File: src/rtl/err_cnt_pkg.sv
package err_cnt_pkg;
  typedef enum logic [1:0] {
    SEL_NONE = 2'd0,
    SEL_LO   = 2'd1,
    SEL_HI   = 2'd2
  } rd_sel_e;
endpackage

File: src/rtl/err_cnt_core.sv
module err_cnt_core #(
  parameter int CNT_W = 36
) (
  input  logic             clk_i,
  input  logic             rst_ni,
  input  logic             incr_i,
  input  logic             clr_i,
  output logic [CNT_W-1:0] cnt_o
);
  localparam logic [CNT_W-1:0] CNT_MAX = '1;
  localparam logic [CNT_W-1:0] CNT_ONE = CNT_W'(1);

  logic [CNT_W-1:0] cnt_q;

  always_ff @(posedge clk_i or negedge rst_ni) begin
    if (!rst_ni)                           cnt_q <= '0;
    else if (clr_i)                        cnt_q <= incr_i ? CNT_ONE : '0;  // event kept
    else if (incr_i && cnt_q != CNT_MAX)   cnt_q <= cnt_q + CNT_ONE;
  end

  assign cnt_o = cnt_q;
endmodule

File: src/rtl/err_cnt_regif.sv
module err_cnt_regif
  import err_cnt_pkg::*;
#(
  parameter int                CNT_W     = 36,
  parameter int                BUS_W     = 32,
  parameter int                ADDR_W    = 8,
  parameter logic [ADDR_W-1:0] BASE_ADDR = 8'h30
) (
  input  logic              clk_i,
  input  logic              rst_ni,
  input  logic              rd_en_i,
  input  logic              wr_en_i,
  input  logic [ADDR_W-1:0] addr_i,
  input  logic [CNT_W-1:0]  cnt_i,
  output logic              clr_o,
  output logic              rd_valid_o,
  output logic [BUS_W-1:0]  rd_data_o
);
  localparam int                HI_W    = CNT_W - BUS_W;
  localparam int                PAD_W   = BUS_W - HI_W;
  localparam logic [ADDR_W-1:0] HI_ADDR = BASE_ADDR + ADDR_W'(1);

  rd_sel_e           sel;
  logic              rd_ok;
  logic [HI_W-1:0]   shadow_q;
  logic              shadow_vld_q;
  logic [HI_W-1:0]   hi_val;
  logic [BUS_W-1:0]  data_d;

  // a write strobe owns the bus cycle, so a collided read is dropped
  assign rd_ok = rd_en_i && !wr_en_i;

  always_comb begin
    sel = SEL_NONE;
    if (rd_ok && addr_i == BASE_ADDR)    sel = SEL_LO;
    else if (rd_ok && addr_i == HI_ADDR) sel = SEL_HI;
  end

  assign clr_o  = (sel == SEL_HI);
  assign hi_val = shadow_vld_q ? shadow_q : cnt_i[CNT_W-1:BUS_W];

  always_comb begin
    unique case (sel)
      SEL_LO:  data_d = cnt_i[BUS_W-1:0];
      SEL_HI:  data_d = {{PAD_W{1'b0}}, hi_val};
      default: data_d = '0;
    endcase
  end

  always_ff @(posedge clk_i or negedge rst_ni) begin
    if (!rst_ni) begin
      shadow_q     <= '0;
      shadow_vld_q <= 1'b0;
    end else if (sel == SEL_LO) begin
      shadow_q     <= cnt_i[CNT_W-1:BUS_W];
      shadow_vld_q <= 1'b1;
    end else if (sel == SEL_HI) begin
      shadow_vld_q <= 1'b0;
    end
  end

  always_ff @(posedge clk_i or negedge rst_ni) begin
    if (!rst_ni) begin
      rd_valid_o <= 1'b0;
      rd_data_o  <= '0;
    end else begin
      rd_valid_o <= rd_ok;
      rd_data_o  <= data_d;
    end
  end
endmodule

File: src/rtl/err_cnt_split_rd.sv
module err_cnt_split_rd #(
  parameter int                CNT_W     = 36,
  parameter int                BUS_W     = 32,
  parameter int                ADDR_W    = 8,
  parameter logic [ADDR_W-1:0] BASE_ADDR = 8'h30
) (
  input  logic              clk_i,
  input  logic              rst_ni,
  input  logic              incr_i,
  input  logic              rd_en_i,
  input  logic              wr_en_i,
  input  logic [ADDR_W-1:0] addr_i,
  output logic              rd_valid_o,
  output logic [BUS_W-1:0]  rd_data_o
);
  logic [CNT_W-1:0] cnt_q;
  logic             clr;

  err_cnt_core #(.CNT_W(CNT_W)) u_core (
    .clk_i  (clk_i),
    .rst_ni (rst_ni),
    .incr_i (incr_i),
    .clr_i  (clr),
    .cnt_o  (cnt_q)
  );

  err_cnt_regif #(
    .CNT_W(CNT_W), .BUS_W(BUS_W), .ADDR_W(ADDR_W), .BASE_ADDR(BASE_ADDR)
  ) u_regif (
    .clk_i      (clk_i),
    .rst_ni     (rst_ni),
    .rd_en_i    (rd_en_i),
    .wr_en_i    (wr_en_i),
    .addr_i     (addr_i),
    .cnt_i      (cnt_q),
    .clr_o      (clr),
    .rd_valid_o (rd_valid_o),
    .rd_data_o  (rd_data_o)
  );
endmodule

File: config.mk
export PLATFORM = sky130hd
export DESIGN_NAME = err_cnt_split_rd
export DESIGN_NICKNAME = d
export VERILOG_FILES = /design/src/rtl/err_cnt_pkg.sv /design/src/rtl/err_cnt_core.sv /design/src/rtl/err_cnt_regif.sv /design/src/rtl/err_cnt_split_rd.sv
export SDC_FILE = /design/constraint.sdc
export NUM_CORES = 1
export LEC_CHECK = 0
export CAP_MARGIN = 20
export CORE_MARGIN = 2
export CORE_UTILIZATION = 33
export CTS_CLUSTER_SIZE = 8
export DETAILED_ROUTE_END_ITERATION = 16
export GPL_TIMING_DRIVEN = 0
export PLACE_DENSITY_LB_ADDON = 0.08
export SLEW_MARGIN = 15
export SYNTH_ARGS = -nofsm -noshare
export SYNTH_HDL_FRONTEND = slang
export SYNTH_SLANG_ARGS = --single-unit
File: constraint.sdc
create_clock -name clk_i -period 3 [get_ports clk_i]
set_clock_uncertainty 0.1 [all_clocks]
set_input_delay 0.6 -clock clk_i [delete_from_list [all_inputs] [get_ports clk_i]]
set_output_delay 0.6 -clock clk_i [all_outputs]
set_load 0.02 [all_outputs]
==> results of run 1 <==
[metal layers]
layer / wire length [um] / track usage / vias up
met4: 142 / 0.0622 / 0
met5: 0 / 0 / -
met2: 3720 / 0.240 / 55
li1: - / - / 1313
met3: 388 / 0.0274 / 13
met1: 4090 / 0.226 / 1306
[cell families (layout without fill, tap and decap cells)]
logic type	count (synthesis)	count (layout)
flip-flops	74	74
adder cells (fa/ha/maj)	1	1
buffers and inverters	18	79
multiplexers	9	9
AO/OA/AOI/OAI	70	70
XOR/XNOR	5	5
AND/OR/NAND/NOR	147	147
[metrics by stage]
step	setup slack (ps)	util	total power, mW	instances
global placement	-1540	0.398	1.28	505
finish	313	0.423	2.21	521
detailed placement	-97.3	0.400	1.29	506
CTS	261	0.423	2.24	521
floorplan	786	-	1.20	324
global route	22.1	0.423	2.31	521
[critical path, cell delays in order]
cell             delay (ps)
clkdlybuf4s50_1         400
nor4b_1                 510
nand3_1                 370
nor2_1                  240
clkbuf_1                510
and2_1                  230
[power breakdown]
part | switching (mW) | internal, mW | total (mW) | leakage (nW)
registers | 0.0590 | 1.03 | 1.09 | 1.02
logic | 0.108 | 0.0670 | 0.175 | 0.658
clock network | 0.378 | 0.570 | 0.948 | 0.118
[worst max-delay path by stage]
stage	from	to	slack, ps
4_1_cts	addr_i[1]	u_regif.rd_data_o[22]$_DFF_PN0_	260
2_1_floorplan	addr_i[1]	u_regif.shadow_q[0]$_DFFE_PN0N_	790
6_report	addr_i[1]	u_regif.rd_data_o[22]$_DFF_PN0_	310
3_5_place_dp	addr_i[1]	u_regif.rd_data_o[22]$_DFF_PN0_	-100
3_3_place_gp	rst_ni	u_regif.rd_data_o[17]$_DFF_PN0_	-1540
5_1_grt	addr_i[1]	u_regif.rd_data_o[22]$_DFF_PN0_	20
[layout by cell type (no fill, tap or decap), drive strengths merged, types with 16 or more instances in the layout]
| cell type | instances |
|---|---|
| nand4 | 16 |
| and2 | 26 |
| clkbuf | 18 |
| a21oi | 23 |
| dfrtp | 74 |
| o21ai | 23 |
| nand2 | 20 |
| or3 | 20 |
| clkdlybuf4s50 | 44 |
| nor2 | 19 |
[state kept, by name, summed over array words and instances (netlist names)]
| register | flops |
|---|---|
| u_regif.rd_valid_o | 1 |
| u_regif.shadow_q | 4 |
| u_core.cnt_o | 36 |
| u_regif.shadow_vld_q | 1 |
| u_regif.rd_data_o | 32 |
[cell type report]
class                      count  area [um2]
fill                        1016        5930
timing repair buffer          46         468
buffer                        13        58.8
sequential                    74        1850
tap                          136         170
inverter                       5        18.8
clock buffer                  10         138
multi-input combinational    232        1540
clock inverter                 5         103
==> flow_metrics.env, run 1 <==
export IMPL_status="completed"
export IMPL_routedWlPerCell_um=16.0
export IMPL_final_layout_size_suffix_gt1_frac=0.109
export IMPL_timing_hold_ws_ps=98.6
export IMPL_maxSlewHeadroom=0.586
export IMPL_finalCritPeriodShare=0.896
export IMPL_port_buffers=45
export IMPL_core_area_mm2=0.0103
export IMPL_globalplace_congestion=0.818
export IMPL_syn_avg_cell_area_um2=10.7
export IMPL_reg2reg_slack_ps=630
export IMPL_regToRegStartpoint="u_core.cnt_o[0]$_DFFE_PN0P_"
export IMPL_cts_sinks=74
export IMPL_initial_core_util=0.338
export IMPL_clkLatencyLatePin_ps=350
export IMPL_synth_top_area_frac=0.533
export IMPL_yosys_area_share_simple=0.262
export IMPL_crit_fanout=10
export IMPL_syn2layout_area_growth_pct=25.3
export IMPL_syn_inst=324
export IMPL_grt_usage=0.159
export IMPL_rsz0062_at_grt="false"
export IMPL_dp_hpwl_um=5820
export IMPL_dr_pass1_iters=4
export IMPL_synthTopCellsByCount="dfrtp_1 (74), and2_1 (26), a21oi_1 (23), o21ai_0 (23), nand2_1 (20)"
export IMPL_synthAdderAreaFrac=0.00360
export IMPL_fmax_ghz=0.372
export IMPL_ioPinCount=46
export IMPL_grt_pass1_wl_um=13900
export IMPL_grt_max_degree=42
export IMPL_synth_xor_area_frac=0.0126
export IMPL_drt_iter0_markers=140
export IMPL_async_flop_share=1.00
export IMPL_cts_inserted_buffers=9
export IMPL_worstMarginPinSlew_ps=621
export IMPL_synth_area_top_cells="dfrtp_1 (53%), and2_1 (4.7%), or3_1 (3.4%)"
export IMPL_cap_violations=0
export IMPL_fp_dieH_um=107
export IMPL_yosysMostFrequentCell="dfrtp_1"
export IMPL_htreeDepth=3
export IMPL_synth_top_family_by_area="simple AND/OR/NAND/NOR gates"
export IMPL_diodes=0
export IMPL_hp_class="input pin to async pin"
export IMPL_finalHoldViolations=0
export IMPL_drt_total_wl_um=8340
export IMPL_cts_buffer_depth=2
export IMPL_drc=0
export IMPL_synth_top_area_cell="dfrtp_1"
export IMPL_dpl_cell_area_mm2=0.00411
export IMPL_critPathRequiredTime_ps=3180
export IMPL_worstSetupPathType="input pin to register"
export IMPL_vias=2687
export IMPL_p_per_area_mw_per_mm2=509
export IMPL_rows=37
export IMPL_grt_pass1_vias=2552
export IMPL_yosys_warnings=0
export IMPL_critPathLaunchType="input pin"
export IMPL_hold_buffers=0
export IMPL_antenna_found_initial=0
export IMPL_post_cts_setup_buffer_count=0
export IMPL_synth_edf_count=0
export IMPL_synth_compound_area_share=0.139
export IMPL_post_drt_via_cell_ratio=5.16
export IMPL_critPathCaptureType="register"
export IMPL_tritoncts="built"
export IMPL_ff2ff_path_depth=7
export IMPL_grt_ovfl_total=0
export IMPL_postRouteAntennaNets=0
export IMPL_die_w_um=107
export IMPL_netlist_area_mm2=0.00347
export IMPL_worst_ir_drop_vdd_uv=237
export IMPL_synth_cell_type_count=52
export IMPL_arrival_ps=2870
export IMPL_die_area_mm2=0.0114
export IMPL_post_cts_resized=0
export IMPL_setup_viol=0
export IMPL_synth_seq_area_share=0.533
export IMPL_yosys_register_bits=74
export IMPL_min_period_ps=2690
export IMPL_root_buffer="clkbuf_8"
export IMPL_final_area_mm2=0.00435
export IMPL_synth_fp_nets=338
export IMPL_r2r_end="u_core.cnt_o[5]$_DFFE_PN0P_"
export IMPL_finalSetupTns_ps=0
export IMPL_leakagePower_nw=1.79
export IMPL_synth_ff_type="dfrtp_1"
export IMPL_slew_viol_final=0
export IMPL_clk_pin_slew_worst_paths_ps=80
export IMPL_synthMuxAreaShare=0.0274
export IMPL_finalNetCount=395
Note: power is estimated with default switching activity, not from simulation.
==> inputs of run 2 (changes only) <==
--- a/config.mk
+++ b/config.mk
@@ -7,7 +7,7 @@
 export LEC_CHECK = 0
 export CAP_MARGIN = 20
 export CORE_MARGIN = 2
-export CORE_UTILIZATION = 33
+export CORE_UTILIZATION = 35
 export CTS_CLUSTER_SIZE = 8
 export DETAILED_ROUTE_END_ITERATION = 16
 export GPL_TIMING_DRIVEN = 0
==> flow_metrics.env, run 2 (synthesis gave the netlist of run 1 again) <==
export IMPL_port_buffers=45
export IMPL_cpPeakStageDelay_ps=530
export IMPL_grt_usage=0.166
export IMPL_clk_pin_slew_worst_paths_ps=80
export IMPL_grt_max_degree=48
export IMPL_die_area_mm2=0.0107
export IMPL_worstSetupPathType="input pin to register"
export IMPL_tritoncts="built"
export IMPL_die_w_um=104
export IMPL_critPathCaptureType="register"
export IMPL_critPathRequiredTime_ps=3190
export IMPL_fmax_ghz=0.373
export IMPL_arrival_ps=2870
export IMPL_maxSlewHeadroom=0.568
export IMPL_root_buffer="clkbuf_8"
export IMPL_hold_buffers=0
export IMPL_finalHoldViolations=0
export IMPL_cts_inserted_buffers=9
export IMPL_initial_core_util=0.359
export IMPL_highest_signal_layer="met4"
export IMPL_wl_met1_um=4110
export IMPL_layout_commonest_cell="dfrtp_1"
export IMPL_cpLargestDelayFamily="simple AND/OR/NAND/NOR gates"
export IMPL_core_area_mm2=0.00968
export IMPL_largest_register_ffs=36
export IMPL_wl_met3_um=339
export IMPL_final_layout_size_suffix_gt1_frac=0.111
export IMPL_path_buf_inv=2
export IMPL_post_cts_setup_buffer_count=0
export IMPL_crit_chain="clkdlybuf4s50_1 -> nor4b_1 -> nand3_1 -> nor2_1 -> clkbuf_1 -> and2_1"
export IMPL_fin_util=0.444
export IMPL_critPathLaunchType="input pin"
export IMPL_postRouteAntennaNets=0
export IMPL_ioPinCount=46
export IMPL_hp_class="input pin to async pin"
export IMPL_cts_sinks=74
export IMPL_crit_fanout=10
export IMPL_antenna_found_initial=0
export IMPL_post_drt_via_cell_ratio=5.13
export IMPL_grt_pass1_vias=2612
export IMPL_grt_pass1_wl_um=14100
export IMPL_cp_depth=6
export IMPL_met2_length_um=3690
export IMPL_diodes=0
export IMPL_fin_total_pwr_mw=2.01
export IMPL_min_period_ps=2680
export IMPL_clkLatencyLatePin_ps=350
export IMPL_finalNetCount=395
export IMPL_worstMarginPinSlew_ps=649
export IMPL_dr_pass1_iters=4
export IMPL_htreeDepth=3
export IMPL_status="completed"
export IMPL_syn2layout_area_growth_pct=23.9
export IMPL_worst_ir_drop_vdd_uv=185
export IMPL_globalplace_congestion=0.821
export IMPL_cp_slowest_cell="clkbuf_1"
export IMPL_cap_violations=0
export IMPL_p_per_area_mw_per_mm2=467
export IMPL_routedWlPerCell_um=15.9
export IMPL_final_cell_mix="dfrtp_1 (74), clkdlybuf4s50_1 (44), and2_1 (26)"
export IMPL_vias=2665
export IMPL_cts_buffer_depth=2
export IMPL_drc=0
export IMPL_dp_hpwl_um=5640
export IMPL_drt_iter0_markers=162
export IMPL_slew_viol_final=0
export IMPL_drt_total_wl_um=8270
export IMPL_fp_dieH_um=104
export IMPL_setup_slack_ps=316
export IMPL_leakagePower_nw=1.77
export IMPL_grt_ovfl_total=0
export IMPL_rows=36
export IMPL_post_cts_resized=0
export IMPL_post_place_ws_ps=-48.4
export IMPL_finalCritPeriodShare=0.895
export IMPL_setup_viol=0
export IMPL_rsz0062_at_grt="false"
export IMPL_ff2ff_path_depth=6
run 2: cell count changes in the layout (fill, tap and decap cells not counted):
cell and change:
buf_12 -1, buf_16 +1, bufinv_16 -3, clkbuf_8 +1, clkinv_4 +1, clkinvlp_4 +1, inv_6 +1
run 2: power by group:
part / total (mW) / leakage (nW) / switching (mW) / internal, mW
combinational: 0.177 / 0.661 / 0.109 / 0.0678
sequential: 1.09 / 1.02 / 0.0616 / 1.03
clock: 0.738 / 0.0919 / 0.390 / 0.348
run 2: layout make-up:
cell class | count | area, um2
multi-input combinational | 232 | 1540
buffer | 13 | 58.8
timing repair buffer | 46 | 475
fill | 925 | 5380
tap | 133 | 166
clock inverter | 5 | 37.5
clock buffer | 11 | 151
sequential | 74 | 1850
inverter | 5 | 18.8
run 2: final timing paths:
kind | slack, ps | to | from
max in group asynchronous | 2180 | u_core.cnt_o[19]$_DFFE_PN0P_ | rst_ni
max reg2reg | 660 | u_core.cnt_o[5]$_DFFE_PN0P_ | u_core.cnt_o[2]$_DFFE_PN0P_
max | 320 | u_regif.rd_data_o[14]$_DFF_PN0_ | addr_i[1]
min | 60 | u_regif.rd_data_o[6]$_DFF_PN0_ | rst_ni
min reg2reg | 410 | u_regif.shadow_q[3]$_DFFE_PN0N_ | u_regif.shadow_q[3]$_DFFE_PN0N_
min in group clk_i | 410 | u_regif.shadow_q[3]$_DFFE_PN0N_ | u_regif.shadow_q[3]$_DFFE_PN0N_
run 2: routing by layer:
layer,up-vias,GRT usage
met4,0,0.0637
li1,1306,-
met1,1298,0.242
met3,12,0.0334
met5,-,0
met2,49,0.242
run 2: stage by stage:
step | hold slack, ps | setup TNS, ps | cells | instance area [um2]
2_1_floorplan | 204 | 0 | 324 | 3470
3_3_place_gp | 390 | -110930 | 502 | 4090
3_5_place_dp | 397 | -452 | 503 | 4120
4_1_cts | 64.0 | 0 | 519 | 4300
5_1_grt | 82.3 | 0 | 519 | 4300
6_report | 58.1 | 0 | 519 | 4300
